File: src/rtl/hs_read_pkg.sv
package hs_read_pkg;
  typedef enum logic [2:0] {RQ_IDLE, RQ_ADDR, RQ_WAIT, RQ_ACK, RQ_FIN} rq_state_e;
  typedef enum logic [2:0] {RS_IDLE, RS_ACK, RS_DROP, RS_LAT, RS_DATA, RS_REL} rs_state_e;
endpackage

File: src/rtl/hs_sync.sv
module hs_sync #(
  parameter int W = 1
) (
  input  logic         clk_i,
  input  logic         rst_ni,
  input  logic [W-1:0] d_i,
  output logic [W-1:0] q_o
);
  logic [W-1:0] s1_q, s2_q;
  always_ff @(posedge clk_i or negedge rst_ni) begin
    if (!rst_ni) begin
      s1_q <= '0;
      s2_q <= '0;
    end else begin
      s1_q <= d_i;
      s2_q <= s1_q;
    end
  end
  assign q_o = s2_q;
endmodule

File: src/rtl/hs_requester.sv
module hs_requester
  import hs_read_pkg::*;
#(
  parameter int AW = 4,
  parameter int DW = 8
) (
  input  logic          clk_i,
  input  logic          rst_ni,
  input  logic          start_i,
  input  logic [AW-1:0] addr_i,
  input  logic          ack_line_i,
  input  logic          rdy_line_i,
  input  logic [DW-1:0] bus_i,
  output logic          req_o,
  output logic          ack_o,
  output logic          drive_o,
  output logic [DW-1:0] bus_o,
  output logic          busy_o,
  output logic          done_o,
  output logic [DW-1:0] rdata_o
);
  rq_state_e     st_q;
  logic [AW-1:0] addr_q;
  logic [DW-1:0] rdata_q;
  logic          done_q;
  logic [1:0]    sync_s;
  logic          ack_s, rdy_s;

  hs_sync #(.W(2)) u_sync (
    .clk_i (clk_i),
    .rst_ni(rst_ni),
    .d_i   ({ack_line_i, rdy_line_i}),
    .q_o   (sync_s)
  );
  assign ack_s = sync_s[1];
  assign rdy_s = sync_s[0];

  always_ff @(posedge clk_i or negedge rst_ni) begin
    if (!rst_ni) begin
      st_q    <= RQ_IDLE;
      addr_q  <= '0;
      rdata_q <= '0;
      done_q  <= 1'b0;
    end else begin
      done_q <= 1'b0;
      unique case (st_q)
        RQ_IDLE: if (start_i) begin
          addr_q <= addr_i;
          st_q   <= RQ_ADDR;
        end
        RQ_ADDR: if (ack_s) st_q <= RQ_WAIT;
        RQ_WAIT: if (rdy_s) begin
          rdata_q <= bus_i;
          st_q    <= RQ_ACK;
        end
        RQ_ACK:  if (!rdy_s) st_q <= RQ_FIN;
        // own acknowledge must be seen low before a new read may start
        RQ_FIN:  if (!ack_s) begin
          done_q <= 1'b1;
          st_q   <= RQ_IDLE;
        end
        default: st_q <= RQ_IDLE;
      endcase
    end
  end

  assign req_o   = (st_q == RQ_ADDR);
  assign drive_o = (st_q == RQ_ADDR);
  assign bus_o   = DW'(addr_q);
  assign ack_o   = (st_q == RQ_ACK);
  assign busy_o  = (st_q != RQ_IDLE);
  assign done_o  = done_q;
  assign rdata_o = rdata_q;
endmodule

File: src/rtl/hs_responder.sv
module hs_responder
  import hs_read_pkg::*;
#(
  parameter int AW  = 4,
  parameter int DW  = 8,
  parameter int LAT = 3
) (
  input  logic          clk_i,
  input  logic          rst_ni,
  input  logic          req_line_i,
  input  logic          ack_line_i,
  input  logic [DW-1:0] bus_i,
  output logic          ack_o,
  output logic          rdy_o,
  output logic          drive_o,
  output logic [DW-1:0] bus_o
);
  localparam int DEPTH = 1 << AW;
  localparam int CW    = (LAT > 1) ? $clog2(LAT) : 1;

  rs_state_e     st_q;
  logic [AW-1:0] addr_q;
  logic [CW-1:0] cnt_q;
  logic [1:0]    sync_s;
  logic          req_s, ack_s;
  logic [DW-1:0] rom [DEPTH];

  for (genvar i = 0; i < DEPTH; i++) begin : g_rom
    assign rom[i] = DW'(i * 37 + 90);
  end

  hs_sync #(.W(2)) u_sync (
    .clk_i (clk_i),
    .rst_ni(rst_ni),
    .d_i   ({req_line_i, ack_line_i}),
    .q_o   (sync_s)
  );
  assign req_s = sync_s[1];
  assign ack_s = sync_s[0];

  always_ff @(posedge clk_i or negedge rst_ni) begin
    if (!rst_ni) begin
      st_q   <= RS_IDLE;
      addr_q <= '0;
      cnt_q  <= '0;
    end else begin
      unique case (st_q)
        RS_IDLE: if (req_s) begin
          addr_q <= bus_i[AW-1:0];
          st_q   <= RS_ACK;
        end
        RS_ACK:  if (!req_s) st_q <= RS_DROP;
        // wait for own acknowledge to clear the synchronizer
        RS_DROP: if (!ack_s) begin
          cnt_q <= '0;
          st_q  <= RS_LAT;
        end
        RS_LAT: begin
          if (cnt_q == CW'(LAT - 1)) st_q <= RS_DATA;
          else cnt_q <= cnt_q + 1'b1;
        end
        RS_DATA: if (ack_s)  st_q <= RS_REL;
        RS_REL:  if (!ack_s) st_q <= RS_IDLE;
        default: st_q <= RS_IDLE;
      endcase
    end
  end

  assign ack_o   = (st_q == RS_ACK);
  assign rdy_o   = (st_q == RS_DATA);
  assign drive_o = (st_q == RS_DATA);
  assign bus_o   = rom[addr_q];
endmodule

File: src/rtl/hs_read_top.sv
module hs_read_top #(
  parameter int AW  = 4,
  parameter int DW  = 8,
  parameter int LAT = 3
) (
  input  logic          clk_i,
  input  logic          rst_ni,
  input  logic          start_i,
  input  logic [AW-1:0] addr_i,
  output logic          busy_o,
  output logic          done_o,
  output logic [DW-1:0] rdata_o,
  output logic          read_req_o,
  output logic          ack_o,
  output logic          data_rdy_o,
  output logic [DW-1:0] bus_o,
  output logic [1:0]    bus_drive_o
);
  logic          rq_req, rq_ack, rq_drv, rs_ack, rs_rdy, rs_drv;
  logic [DW-1:0] rq_bus, rs_bus, bus;
  logic          ack_line;

  assign ack_line = rq_ack | rs_ack;
  // resolved bus: owner's value, zero when released
  assign bus = rq_drv ? rq_bus : (rs_drv ? rs_bus : '0);

  hs_requester #(.AW(AW), .DW(DW)) u_req (
    .clk_i     (clk_i),
    .rst_ni    (rst_ni),
    .start_i   (start_i),
    .addr_i    (addr_i),
    .ack_line_i(ack_line),
    .rdy_line_i(rs_rdy),
    .bus_i     (bus),
    .req_o     (rq_req),
    .ack_o     (rq_ack),
    .drive_o   (rq_drv),
    .bus_o     (rq_bus),
    .busy_o    (busy_o),
    .done_o    (done_o),
    .rdata_o   (rdata_o)
  );

  hs_responder #(.AW(AW), .DW(DW), .LAT(LAT)) u_rsp (
    .clk_i     (clk_i),
    .rst_ni    (rst_ni),
    .req_line_i(rq_req),
    .ack_line_i(ack_line),
    .bus_i     (bus),
    .ack_o     (rs_ack),
    .rdy_o     (rs_rdy),
    .drive_o   (rs_drv),
    .bus_o     (rs_bus)
  );

  assign read_req_o  = rq_req;
  assign ack_o       = ack_line;
  assign data_rdy_o  = rs_rdy;
  assign bus_o       = bus;
  assign bus_drive_o = {rs_drv, rq_drv};
endmodule

File: config.mk
export PLATFORM = sky130hd
export DESIGN_NAME = hs_read_top
export DESIGN_NICKNAME = d
export VERILOG_FILES = /design/src/rtl/hs_read_pkg.sv /design/src/rtl/hs_sync.sv /design/src/rtl/hs_requester.sv /design/src/rtl/hs_responder.sv /design/src/rtl/hs_read_top.sv
export SDC_FILE = /design/constraint.sdc
export NUM_CORES = 1
export LEC_CHECK = 0
export BUFFER_PORTS_ARGS = -buffer_cell sky130_fd_sc_hd__buf_2
export CORE_MARGIN = 4
export CORE_UTILIZATION = 50
export CTS_BUF_LIST = sky130_fd_sc_hd__clkbuf_16
export DETAILED_ROUTE_END_ITERATION = 10
export PLACE_DENSITY = 0.75
export SYNTH_ARGS = -nofsm -noshare
export SYNTH_HDL_FRONTEND = slang
export SYNTH_HIERARCHICAL = 1
export SYNTH_SLANG_ARGS = --single-unit
File: constraint.sdc
create_clock -name clk_i -period 1.7 [get_ports clk_i]
set_input_delay 0.34 -clock clk_i [delete_from_list [all_inputs] [get_ports clk_i]]
set_output_delay 0.34 -clock clk_i [all_outputs]
set_load 0.05 [all_outputs]
-- After elaboration in Yosys (flattened, before gate mapping)
Memory sizes are Yosys's and may differ from the RTL's.
Cells that the tools add are included.
- equal/unequal tests: 22
- bitwise logic cells: 2
- reduce and logical (&&, ||, !) cells: 10
- magnitude comparators: 1
- $add $sub $neg: 1
- muxes and demuxes: 22
- operator list (operator ; count):
    $mux 3 ; 11
    $mux 8 ; 4
    $ne 2x2->1 const B ; 9
    $pmux 3 s6 ; 1
    $pmux 3 s5 ; 1
    $eq 3x2->1 const B ; 4
    $eq 3x3->1 const B ; 3
    $eq 3x1->1 const B ; 2
    $logic_not 3->1 ; 2
    $ne 2x1->1 const B ; 3
    $reduce_and 2->1 ; 3
    $reduce_and 6->1 ; 1
    $ge 5x5->1 const B ; 1
    $not 4->5 ; 1
    $reduce_and 5->1 ; 1
    $mux 2 ; 2
    $pmux 2 s2 ; 1
    $reduce_and 3->1 ; 1
    $reduce_bool 3->1 ; 1
    $add 2x1->2 const B ; 1
    $eq 2x2->1 const B ; 1
    $mux 1 ; 2
    $reduce_bool 2->1 ; 1
    $or 1x1->1 ; 1
- ROM bits: 128
- output and inout port bits: 23
- memories: 1
- register bits: 33
- memory list (memory ; words ; width ; read ports ; clocked after memory_dff ; write ports ; RTL line ; text):
    (no name shown) ; 16 ; 8 ; 1 ; 0 ; 0 ; hs_responder.sv:72 ; assign bus_o = rom[addr_q];

-- Logic depth before layout (Yosys ltp)
Gate-level depths: netlist of the first run.
- word-level depth: 6
- gate-level depth with buffers: 8
- mapped depth without buffers: 8

-- By module
Netlist of the first run, hierarchy kept.
- by module, submodules not included (module ; area an instance (um2) ; times used ; sequential area each (um2) ; cells an instance):
    hs_requester ; 744.5 ; 1 ; 400.4 ; 56
    hs_responder ; 711.9 ; 1 ; 225.2 ; 79
    hs_sync ; 100.1 ; 2 ; 100.1 ; 4
    hs_read_top ; 123.9 ; 1 ; 0.0 ; 17

-- Worst setup path after synthesis of the first run
No wires, ideal clock.
- path kind: register -> register
- start: register u_rsp.addr_q[1]
- end: register u_req.rdata_q[6], in the netlist u_req/rdata_o[6]
- library setup time: 72 ps
- arrival time: 2768 ps
- clock period less this slack: 2840 ps
- setup slack: -1140 ps
- cell stages (with the launch flop): 9
- required time: 1628 ps
- path through: dfrtp_1 > inv_1 > ha_1 > nand2b_1 > nor3b_1 > a21oi_1 > nand2_1 > o21ai_0 > mux2_2
- cells in the longest elaborated chain, start to end: 6
- ends and longest elaborated chain (element ; RTL line ; text):
    start: declaration ; hs_responder.sv:22 ; logic [AW-1:0] addr_q;
    start signal: assignment ; hs_responder.sv:49 ; addr_q <= bus_i[AW-1:0];
    $not 4->5 (not written as such) ; hs_responder.sv:72 ;
    $mem_v2 16x8 ; - ;
    $mux 8 (not written as such) (2 in series) ; hs_responder.sv:72 ;
    net rs_bus[6] ; hs_read_top.sv:20 ; logic [DW-1:0] rq_bus, rs_bus, bus;
    $mux 8 (2 in series) ; hs_read_top.sv:25 ; assign bus = rq_drv ? rq_bus : (rs_drv ? rs_bus : '0);
    net bus_o[6] ; hs_read_top.sv:16 ; output logic [DW-1:0] bus_o,
    end signal: assignment ; hs_requester.sv:53 ; rdata_q <= bus_i;
    end: declaration ; hs_requester.sv:24 ; logic [DW-1:0] rdata_q;
The timed path passes the listed nets, and every way through them passes these cells. The select of a mux whose other input is x is not followed.
A chain may end at the register's enable or synchronous reset.

-- Final worst setup path of the first run
- start: register u_rsp.addr_q[0]
- end: output bus_o[6]
- cells in the longest elaborated chain, start to end: 6
- ends and longest elaborated chain (element ; RTL line):
    $not 4->5 (not written as such) ; hs_responder.sv:72
    $mem_v2 16x8 ; -
    $mux 8 (not written as such) (2 in series) ; hs_responder.sv:72
    net rs_bus[6] ; hs_read_top.sv:20
    $mux 8 (2 in series) ; hs_read_top.sv:25
    end: declaration ; hs_read_top.sv:16
The timed path passes the listed nets, and every way through them passes these cells. The select of a mux whose other input is x is not followed.

==> flow_metrics.env, run 1 <==
export IMPL_ys_seq_elements=33
export IMPL_avgSynthCellArea_um2=11.1
export IMPL_grt_usage_pct=24.8
export IMPL_postRouteAntennaNets=0
export IMPL_cts_htree_levels=2
export IMPL_hold_violations=0
export IMPL_yosysWarnings=6
export IMPL_drv_cap=0
export IMPL_dieArea_mm2=0.00458
export IMPL_hold_start="addr_i[0]"
export IMPL_powerDensity_mw_per_mm2=2230
export IMPL_leakage_nw=1.28
export IMPL_clkTransAtPathRegs_ps=50
export IMPL_irDropWorstVdd_uv=1540
export IMPL_drc=0
export IMPL_setup_tns_final_ps=-4380
export IMPL_fin_skew_ps=3.96
export IMPL_stdcell_area_mm2=0.00270
export IMPL_whs_path_depth=2
export IMPL_area_delta_synth_final_pct=51.5
export IMPL_grt_antenna_before_repair=0
export IMPL_cts_buffers=5
export IMPL_routed_wl_um=5520
export IMPL_syn_area_mm2=0.00178
export IMPL_place_congestion=0.876
export IMPL_synthAdderAreaFrac_pct=5.62
export IMPL_violations="setup timing"
export IMPL_io_buffer_count=29
export IMPL_avgViaCountPerCell=5.68
export IMPL_drt_iter0_markers=95
export IMPL_rsz0062_at_grt="true"
export IMPL_setup_viol=20
export IMPL_via_count=1510
export IMPL_synthCells=160
export IMPL_initial_core_util_pct=52.5
export IMPL_grt_pass1_wl_um=8000
export IMPL_hold_end="u_req/addr_q[0]"
export IMPL_die_x_um=67.7
export IMPL_synth_compound_area_share_pct=12.0
export IMPL_synth_cell_types=39
export IMPL_postPlaceCellArea_mm2=0.00219
export IMPL_n_fill_cell=159
export IMPL_ff2ff_path_depth=10
export IMPL_start_kind="register"
export IMPL_slew_viol_final=0
export IMPL_fin_ws_ps=-539
export IMPL_synth_simple_area_share_pct=15.3
export IMPL_synth_top_family_by_area="simple AND/OR/NAND/NOR gates"
export IMPL_diodes=0
export IMPL_grt_max_degree=18
export IMPL_clockBufferDepth=2
export IMPL_synth_mux_area_share_pct=11.9
export IMPL_arrival_ps=1900
export IMPL_cts_tree="yes"
export IMPL_regToRegEndpoint="u_req/rdata_o[6]"
export IMPL_post_route_min_period_ps=2240
export IMPL_outcome="finished, violations left"
export IMPL_drtPass1Iterations=4
export IMPL_rr_startpoint="u_rsp/addr_q[1]"
export IMPL_drive_above_1_share_pct=55.0
export IMPL_ys_seq_area_share_pct=46.4
export IMPL_layout_common_cells="dfrtp_1 (31), buf_4 (21), buf_2 (15), buf_6 (15), nand2_1 (12)"
export IMPL_reg2reg_slack_ps=-250
export IMPL_die_h_um=67.7
export IMPL_cp_end_kind="output port"
export IMPL_core_mm2=0.00339
export IMPL_final_nets=234
export IMPL_clkLatencyLatePin_ps=280
export IMPL_final_common_cell="dfrtp_1"
export IMPL_wl_per_cell_um=20.7
export IMPL_top_level_ports=30
export IMPL_grt_overflow_total=0
export IMPL_clock_sinks=33
export IMPL_crit_required_ps=1360
export IMPL_max_freq_mhz=447
export IMPL_crit_fanout=3
export IMPL_path_class="register to output port"
export IMPL_preCtsSetupSlack_ps=-252
export IMPL_synth_xor_area_share_pct=0.492
export IMPL_num_rows=21
export IMPL_dp_hpwl_um=2800
export IMPL_hold_path_class="primary input to register"
export IMPL_grt_pass1_vias=1574
export IMPL_fin_util_pct=79.6
export IMPL_post_route_period_util_pct=132
export IMPL_cts_root_buf="clkbuf_16"
Yosys cell counts (all sizes together):
cell type | instances | area [um2]
o2bb2ai | 2 | 17.5
o211ai | 1 | 7.51
xor2 | 1 | 8.76
nand2b | 6 | 40.0
or2 | 2 | 12.5
conb | 1 | 3.75
o22ai | 2 | 12.5
buf | 13 | 100
a21oi | 7 | 35.0
nand2 | 13 | 48.8
nor2 | 8 | 46.3
dfrtp | 33 | 826
nor3 | 4 | 31.3
or3 | 1 | 11.3
o21ai | 10 | 50.1
nor2b | 2 | 20.0
o21a | 1 | 7.51
mux2 | 14 | 173
o31ai | 1 | 7.51
a31oi | 1 | 6.26
ha | 8 | 100
inv | 9 | 33.8
a22o | 7 | 61.3
and2b | 1 | 7.51
nor3b | 2 | 15.0
clkbuf | 2 | 8.75
mux2i | 4 | 40.0
or2b | 1 | 7.51
nor4b | 2 | 32.5
a2bb2oi | 1 | 8.76
sequential cells by signal, summed over array words and instances, names as in the netlist:
| register | flops |
|---|---|
| u_req/addr_q | 4 |
| u_req/done_o | 1 |
| u_req/rdata_o | 8 |
| u_req/st_q | 3 |
| u_req/u_sync/q_o | 2 |
| u_req/u_sync/s1_q | 2 |
| u_rsp/addr_q | 4 |
| u_rsp/cnt_q | 2 |
| u_rsp/st_q | 3 |
| u_rsp/u_sync/q_o | 2 |
| u_rsp/u_sync/s1_q | 2 |
cell families (layout without fill, tap and decap cells):
| group | Yosys count | count (layout) |
|---|---|---|
| AO/OA/AOI/OAI | 33 | 33 |
| XOR/XNOR | 1 | 1 |
| adder cells (fa/ha/maj) | 8 | 8 |
| buffers and inverters | 24 | 81 |
| flip-flops | 33 | 33 |
| multiplexers | 18 | 18 |
| other | 1 | 4 |
| AND/OR/NAND/NOR | 42 | 42 |
worst max-delay path, cell delays in order (launching register included):
cell and delay [ps]:
dfrtp_1 400, inv_2 110, ha_4 230, nand2b_4 140, nor3b_4 150, a21oi_2 150
nand2_2 90, o21ai_4 170, buf_6 180
layer usage:
layer	wire length, um	track usage (%)	share of wire, %	vias to the layer above
li1	-	-	-	666
met1	2230	29.4	40	744
met2	2700	40.7	49	86
met3	448	7.49	8.1	14
met4	137	12.4	2.5	0
met5	0	0	0	-
through the flow:
stage	power [mW]	hold WS, ps	cells
finish	6.01	317	266
global route	6.29	310	266
CTS	5.50	287	258
detailed placement	4.07	291	243
global placement	3.97	281	243
floorplan	3.36	44.4	163
where the power goes:
| part | internal [mW] | switching, mW | total, mW |
|---|---|---|---|
| clock | 0.536 | 0.328 | 0.864 |
| sequential | 1.05 | 0.244 | 1.29 |
| combinational | 1.82 | 2.03 | 3.85 |
| total | 3.41 | 2.61 | 6.01 |
worst max path at each step:
stage / startpoint / endpoint
finish: u_rsp/addr_q[0] / bus_o[6]
detailed placement: u_rsp/addr_q[1] / bus_o[6]
global placement: u_rsp/addr_q[1] / bus_o[6]
global route: u_rsp/addr_q[0] / bus_o[6]
floorplan: u_rsp/addr_q[0] / bus_o[6]
CTS: u_rsp/addr_q[1] / bus_o[6]
final cells by class:
cell class,count,area [um2],share of cell area [%]
clock buffer,5,125,4.64
clock inverter,3,17.5,0.649
inverter,9,36.3,1.35
multi-input combinational,106,1020,37.8
sequential,33,828,30.7
tap,46,57.6,2.13
timing repair buffer,64,612,22.7
timing repair:
| item | 4_1_cts | 5_1_grt |
|---|---|---|
| buffers inserted | 8 | 11 |
| hold buffers | 1 | 0 |
| hold endpoints to repair | 16 | 0 |
| pin swaps | 8 | 10 |
| resized for setup | 50 | 24 |
| endpoints found under the setup margin | 15 | 24 |
Note: power is estimated with default switching activity, not from simulation.
==> run 2: changes to the inputs <==
--- a/config.mk
+++ b/config.mk
@@ -5,12 +5,15 @@
 export SDC_FILE = /design/constraint.sdc
 export NUM_CORES = 1
 export LEC_CHECK = 0
+export ABC_AREA = 1
 export BUFFER_PORTS_ARGS = -buffer_cell sky130_fd_sc_hd__buf_2
+export CELL_PAD_IN_SITES_DETAIL_PLACEMENT = 1
+export CELL_PAD_IN_SITES_GLOBAL_PLACEMENT = 1
 export CORE_MARGIN = 4
-export CORE_UTILIZATION = 50
+export CORE_UTILIZATION = 38
 export CTS_BUF_LIST = sky130_fd_sc_hd__clkbuf_16
 export DETAILED_ROUTE_END_ITERATION = 10
-export PLACE_DENSITY = 0.75
+export PLACE_DENSITY_LB_ADDON = 0.1
 export SYNTH_ARGS = -nofsm -noshare
 export SYNTH_HDL_FRONTEND = slang
 export SYNTH_HIERARCHICAL = 1
==> flow_metrics.env, run 2 <==
export IMPL_via_count=1886
export IMPL_syn_area_mm2=0.00194
export IMPL_start_kind="register"
export IMPL_grt_max_degree=34
export IMPL_crit_fanout=4
export IMPL_final_nets=332
export IMPL_avgViaCountPerCell=4.91
export IMPL_fin_skew_ps=2.32
export IMPL_initial_core_util_pct=40.1
export IMPL_grt_antenna_before_repair=0
export IMPL_arrival_ps=1790
export IMPL_ys_seq_elements=33
export IMPL_drive_above_1_share_pct=50.8
export IMPL_yosysWarnings=6
export IMPL_grt_usage_pct=19.6
export IMPL_crit_required_ps=1360
export IMPL_num_rows=25
export IMPL_hold_violations=0
export IMPL_diodes=0
export IMPL_wl_per_cell_um=16.8
export IMPL_cp_end_kind="output port"
export IMPL_post_route_min_period_ps=2130
export IMPL_critical_path_top_delay_family="buffers and inverters"
export IMPL_slew_viol_final=0
export IMPL_ys_top_cells_by_area="dfrtp_1 (43%), nand2_1 (9.9%), inv_1 (6.6%)"
export IMPL_synth_xor_area_share_pct=0
export IMPL_cts_tree="yes"
export IMPL_post_synth_top_area_fraction_pct=42.5
export IMPL_clkLatencyLatePin_ps=280
export IMPL_cts_htree_levels=2
export IMPL_route_met2_wl_um=3710
export IMPL_dp_hpwl_um=3600
export IMPL_path_buf_inv=4
export IMPL_final_common_cell="nand2_1"
export IMPL_crit_slowest_cell="dfrtp_1"
export IMPL_postPlaceCellArea_mm2=0.00232
export IMPL_area_delta_synth_final_pct=56.3
export IMPL_grt_overflow_total=0
export IMPL_drt_iter0_markers=68
export IMPL_top_level_ports=30
export IMPL_synthAdderAreaFrac_pct=5.15
export IMPL_rsz0062_at_grt="true"
export IMPL_clkTransAtPathRegs_ps=50
export IMPL_instances_no_fill=384
export IMPL_clock_sinks=33
export IMPL_rr_startpoint="u_rsp/addr_q[0]"
export IMPL_drv_cap=0
export IMPL_synth_top_family_by_area="simple AND/OR/NAND/NOR gates"
export IMPL_dieArea_mm2=0.00632
export IMPL_dp_cells=351
export IMPL_wl_met3_um=178
export IMPL_fin_ws_ps=-429
export IMPL_drc=0
export IMPL_ys_flop_type="dfrtp_1"
export IMPL_drtPass1Iterations=4
export IMPL_outcome="finished, violations left"
export IMPL_stdcell_area_mm2=0.00303
export IMPL_wl_met1_um=2430
export IMPL_clockBufferDepth=2
export IMPL_async_flop_share_pct=100
export IMPL_synth_compound_area_share_pct=11.0
export IMPL_hold_path_class="primary input to asynchronous set/reset pin"
export IMPL_synth_largest_area_cell="dfrtp_1"
export IMPL_grt_pass1_vias=2047
export IMPL_cts_hold_buf=0
export IMPL_post_route_period_util_pct=125
export IMPL_grt_pass1_wl_um=9560
export IMPL_synth_mux_area_share_pct=0
export IMPL_synthCells=238
export IMPL_synth_enable_flop_cells=0
export IMPL_postRouteAntennaNets=0
export IMPL_top_layer="met4"
export IMPL_avgSynthCellArea_um2=8.16
export IMPL_core_mm2=0.00485
export IMPL_path_class="register to output port"
export IMPL_crit_start="u_rsp/addr_q[0]"
export IMPL_routed_wl_um=6460
export IMPL_synth_simple_area_share_pct=27.5
export IMPL_place_congestion=0.795
export IMPL_die_x_um=79.5
export IMPL_die_h_um=79.5
export IMPL_cts_root_buf="clkbuf_16"
export IMPL_cp_cell_sequence="inv_4, buf_6, buf_12, ha_4, a21oi_2, o21ai_1, nand3_1, nand2_2, buf_8"
export IMPL_synth_cell_types=25
export IMPL_yosysMostFrequentCell="nand2_1"
export IMPL_critPathMaxStageDelay_ps=420
export IMPL_io_buffer_count=29
export IMPL_fin_util_pct=62.6
export IMPL_layout_common_cells="nand2_1 (39), buf_4 (36), dfrtp_1 (33)"
export IMPL_n_fill_cell=569
export IMPL_ys_seq_area_share_pct=42.5
export IMPL_largest_register_ffs=8
export IMPL_max_freq_mhz=470
export IMPL_cts_buffers=5
export IMPL_synth_top_cells_by_count="nand2_1 (51), inv_1 (34), dfrtp_1 (33), nand3_1 (22), o21ai_0 (15)"
export IMPL_setup_viol=12
export IMPL_violations="setup timing"
-- run 2: cell count changes after synthesis, sizes merged, moves of 6 or more --
cell and change:
a22o -7, inv +28, mux2 -14, nand2 +43, nand2b -6, nand3 +27
nor2 +9, o21ai +13
-- run 2: worst paths after layout --
check	end	slack, ps	cells after the start
min in group clk_i	u_req/addr_q[3]	320	3
max in group asynchronous	u_req/rdata_o[0]	1290	2
min reg2reg	u_rsp/u_sync/q_o[0]	350	0
max	bus_o[7]	-430	9
max reg2reg	u_req/rdata_o[7]	-60	12
min	u_rsp/cnt_q[0]	90	2
-- run 2: logic make-up (layout without fill, tap and decap cells) --
family | after synthesis | after routing
other cells | 1 | 4
flops | 33 | 33
simple gates | 107 | 107
compound gates | 36 | 36
buf+inv | 53 | 129
fa+ha+maj | 8 | 8
-- run 2: cell type report --
type                       count  area (um2)  area share [%]
timing repair buffer          85         792            26.1
tap                           67        83.8            2.76
inverter                      37         153            5.03
clock inverter                 2        7.51           0.247
sequential                    33         826            27.2
clock buffer                   5         125            4.12
multi-input combinational    155        1050            34.5
-- run 2: timing repair --
item	in CTS	in global routing
endpoints found under the setup margin	13	17
pin swaps	16	28
gates resized for setup	63	55
setup buffers	13	18
cloned	1	0
-- run 2: metal layers --
| layer | up-vias | track usage (%) |
|---|---|---|
| li1 | 898 | - |
| met1 | 941 | 21.1 |
| met2 | 36 | 36.6 |
| met3 | 11 | 3.39 |
| met4 | 0 | 9.45 |
| met5 | - | 0 |
-- run 2: stage by stage --
step	hold slack, ps	setup TNS (ps)	setup WS, ps
5_1_grt	117	-3610	-522
3_3_place_gp	332	-361	-94.0
2_1_floorplan	44.4	-42.2	-42.2
6_report	87.4	-2390	-429
4_1_cts	106	-1900	-281
3_5_place_dp	336	-528	-125
Power of run 2 is not shown: default switching activity piles up to over one toggle a cycle in this logic, so the estimate is an artifact.
==> run 3: changes to the inputs <==
--- a/config.mk
+++ b/config.mk
@@ -7,10 +7,11 @@
 export LEC_CHECK = 0
 export ABC_AREA = 1
 export BUFFER_PORTS_ARGS = -buffer_cell sky130_fd_sc_hd__buf_2
+export CAP_MARGIN = 15
 export CELL_PAD_IN_SITES_DETAIL_PLACEMENT = 1
-export CELL_PAD_IN_SITES_GLOBAL_PLACEMENT = 1
+export CELL_PAD_IN_SITES_GLOBAL_PLACEMENT = 2
 export CORE_MARGIN = 4
-export CORE_UTILIZATION = 38
+export CORE_UTILIZATION = 30
 export CTS_BUF_LIST = sky130_fd_sc_hd__clkbuf_16
 export DETAILED_ROUTE_END_ITERATION = 10
 export PLACE_DENSITY_LB_ADDON = 0.1
==> flow_metrics.env, run 3 (same netlist as run 2, synthesis figures left out) <==
export IMPL_drv_cap=0
export IMPL_use_met3_pct=4.00
export IMPL_postRouteAntennaNets=0
export IMPL_die_x_um=88.5
export IMPL_drc=0
export IMPL_grt_overflow_total=0
export IMPL_drive_above_1_share_pct=47.1
export IMPL_grt_usage_pct=15.1
export IMPL_clock_sinks=33
export IMPL_grt_antenna_before_repair=0
export IMPL_routed_wl_um=5370
export IMPL_core_mm2=0.00631
export IMPL_dieArea_mm2=0.00782
export IMPL_cts_tree="yes"
export IMPL_top_level_ports=30
export IMPL_final_common_cell="nand2_1"
export IMPL_path_class="register to output port"
export IMPL_slew_viol_final=0
export IMPL_hold_violations=0
export IMPL_grt_pass1_vias=1862
export IMPL_setup_tns_final_ps=-1590
export IMPL_layout_common_cells="nand2_1 (41), buf_4 (38), dfrtp_1 (33)"
export IMPL_arrival_ps=1630
export IMPL_wl_per_cell_um=13.7
export IMPL_hold_path_class="primary input to asynchronous set/reset pin"
export IMPL_clockBufferDepth=2
export IMPL_drtPass1Iterations=4
export IMPL_drt_iter0_markers=22
export IMPL_violations="setup timing"
export IMPL_crit_fanout=4
export IMPL_outcome="finished, violations left"
export IMPL_die_h_um=88.5
export IMPL_io_buffer_count=29
export IMPL_cp_end_kind="output port"
export IMPL_area_delta_synth_final_pct=53.5
export IMPL_num_rows=29
export IMPL_crit_required_ps=1360
export IMPL_post_route_period_util_pct=116
export IMPL_largest_register_ffs=8
export IMPL_grt_util_met2_pct=25.8
export IMPL_grt_max_degree=34
export IMPL_rsz0062_at_grt="true"
export IMPL_final_nets=329
export IMPL_start_kind="register"
export IMPL_setup_viol=10
export IMPL_place_congestion=0.782
export IMPL_via_count=1793
export IMPL_max_freq_mhz=509
export IMPL_clkTransAtPathRegs_ps=50
export IMPL_diodes=0
export IMPL_post_route_min_period_ps=1970
export IMPL_clkLatencyLatePin_ps=270
export IMPL_dp_hpwl_um=3800
export IMPL_cts_htree_levels=2
export IMPL_grt_pass1_wl_um=9050
export IMPL_fin_ws_ps=-266
export IMPL_avgViaCountPerCell=4.59
export IMPL_cts_root_buf="clkbuf_16"
export IMPL_initial_core_util_pct=30.8
export IMPL_met1_usage_pct=18.5
export IMPL_fin_skew_ps=2.48
export IMPL_cts_buffers=5
export IMPL_grt_busiest_layer="met2"
## run 3: cell count changes in the layout (fill, tap and decap cells not counted), sizes merged
cell	delta
buf	-4
clkinv	+1
inv	-1
clkbuf	+1
## run 3: layout make-up
| type | instances | area, um2 |
|---|---|---|
| Fill cell | 760 | 3330 |
| Multi-Input combinational cell | 155 | 1020 |
| Sequential cell | 33 | 826 |
| Timing Repair Buffer | 82 | 756 |
| Inverter | 37 | 150 |
| Clock buffer | 5 | 125 |
| Tap cell | 77 | 96.3 |
| Clock inverter | 2 | 7.51 |
## run 3: path summary, 6_finish.rpt
path	cells after the start	slack [ps]	end	start
setup / recovery	8	-270	bus_o[3]	u_rsp/addr_q[0]
hold / removal	2	100	u_rsp/st_q[1]	rst_ni
setup reg to reg	12	50	u_rsp/addr_q[3]	u_rsp/addr_q[0]
hold reg to reg	0	350	u_req/u_sync/q_o[0]	u_req/u_sync/s1_q[0]
max in group asynchronous	2	1280	u_req/addr_q[3]	rst_ni
min in group clk_i	3	320	u_req/addr_q[0]	addr_i[0]
## run 3: critical path, stage by stage, from the launching register on
cell and delay, ps:
dfrtp_1 390, inv_2 130, buf_6 120, ha_4 130, o21ai_1 60, o21ai_1 170, nand3_1 110, nand2_2 100
buf_8 150
## run 3: timing repair
item                       4_1_cts  5_1_grt
hold endpoints to repair         0        0
setup endpoints to repair       14       15
setup buffers                   10       10
gates cloned                     0        1
resized for setup               78       24
hold buffers                     0        0
pin swaps                       17       14
## run 3: through the flow
stage | hold slack [ps] | instance area (um2) | cells | utilization [%] | setup WS [ps]
finish | 96.4 | 2980 | 391 | 47.2 | -266
global route | 137 | 2980 | 391 | 47.2 | -384
CTS | 118 | 2840 | 384 | 45.0 | -299
detailed placement | 338 | 2380 | 368 | 37.8 | -166
global placement | 335 | 2380 | 368 | 37.8 | -117
floorplan | 44.4 | 1980 | 241 | - | -42.2
## run 3: routing by layer
metal / vias up / wire length, um
li1: 898 / -
met1: 860 / 2230
met2: 28 / 2770
met3: 7 / 273
met4: 0 / 93
met5: - / 0
Power of run 3 is left out for the same reason.
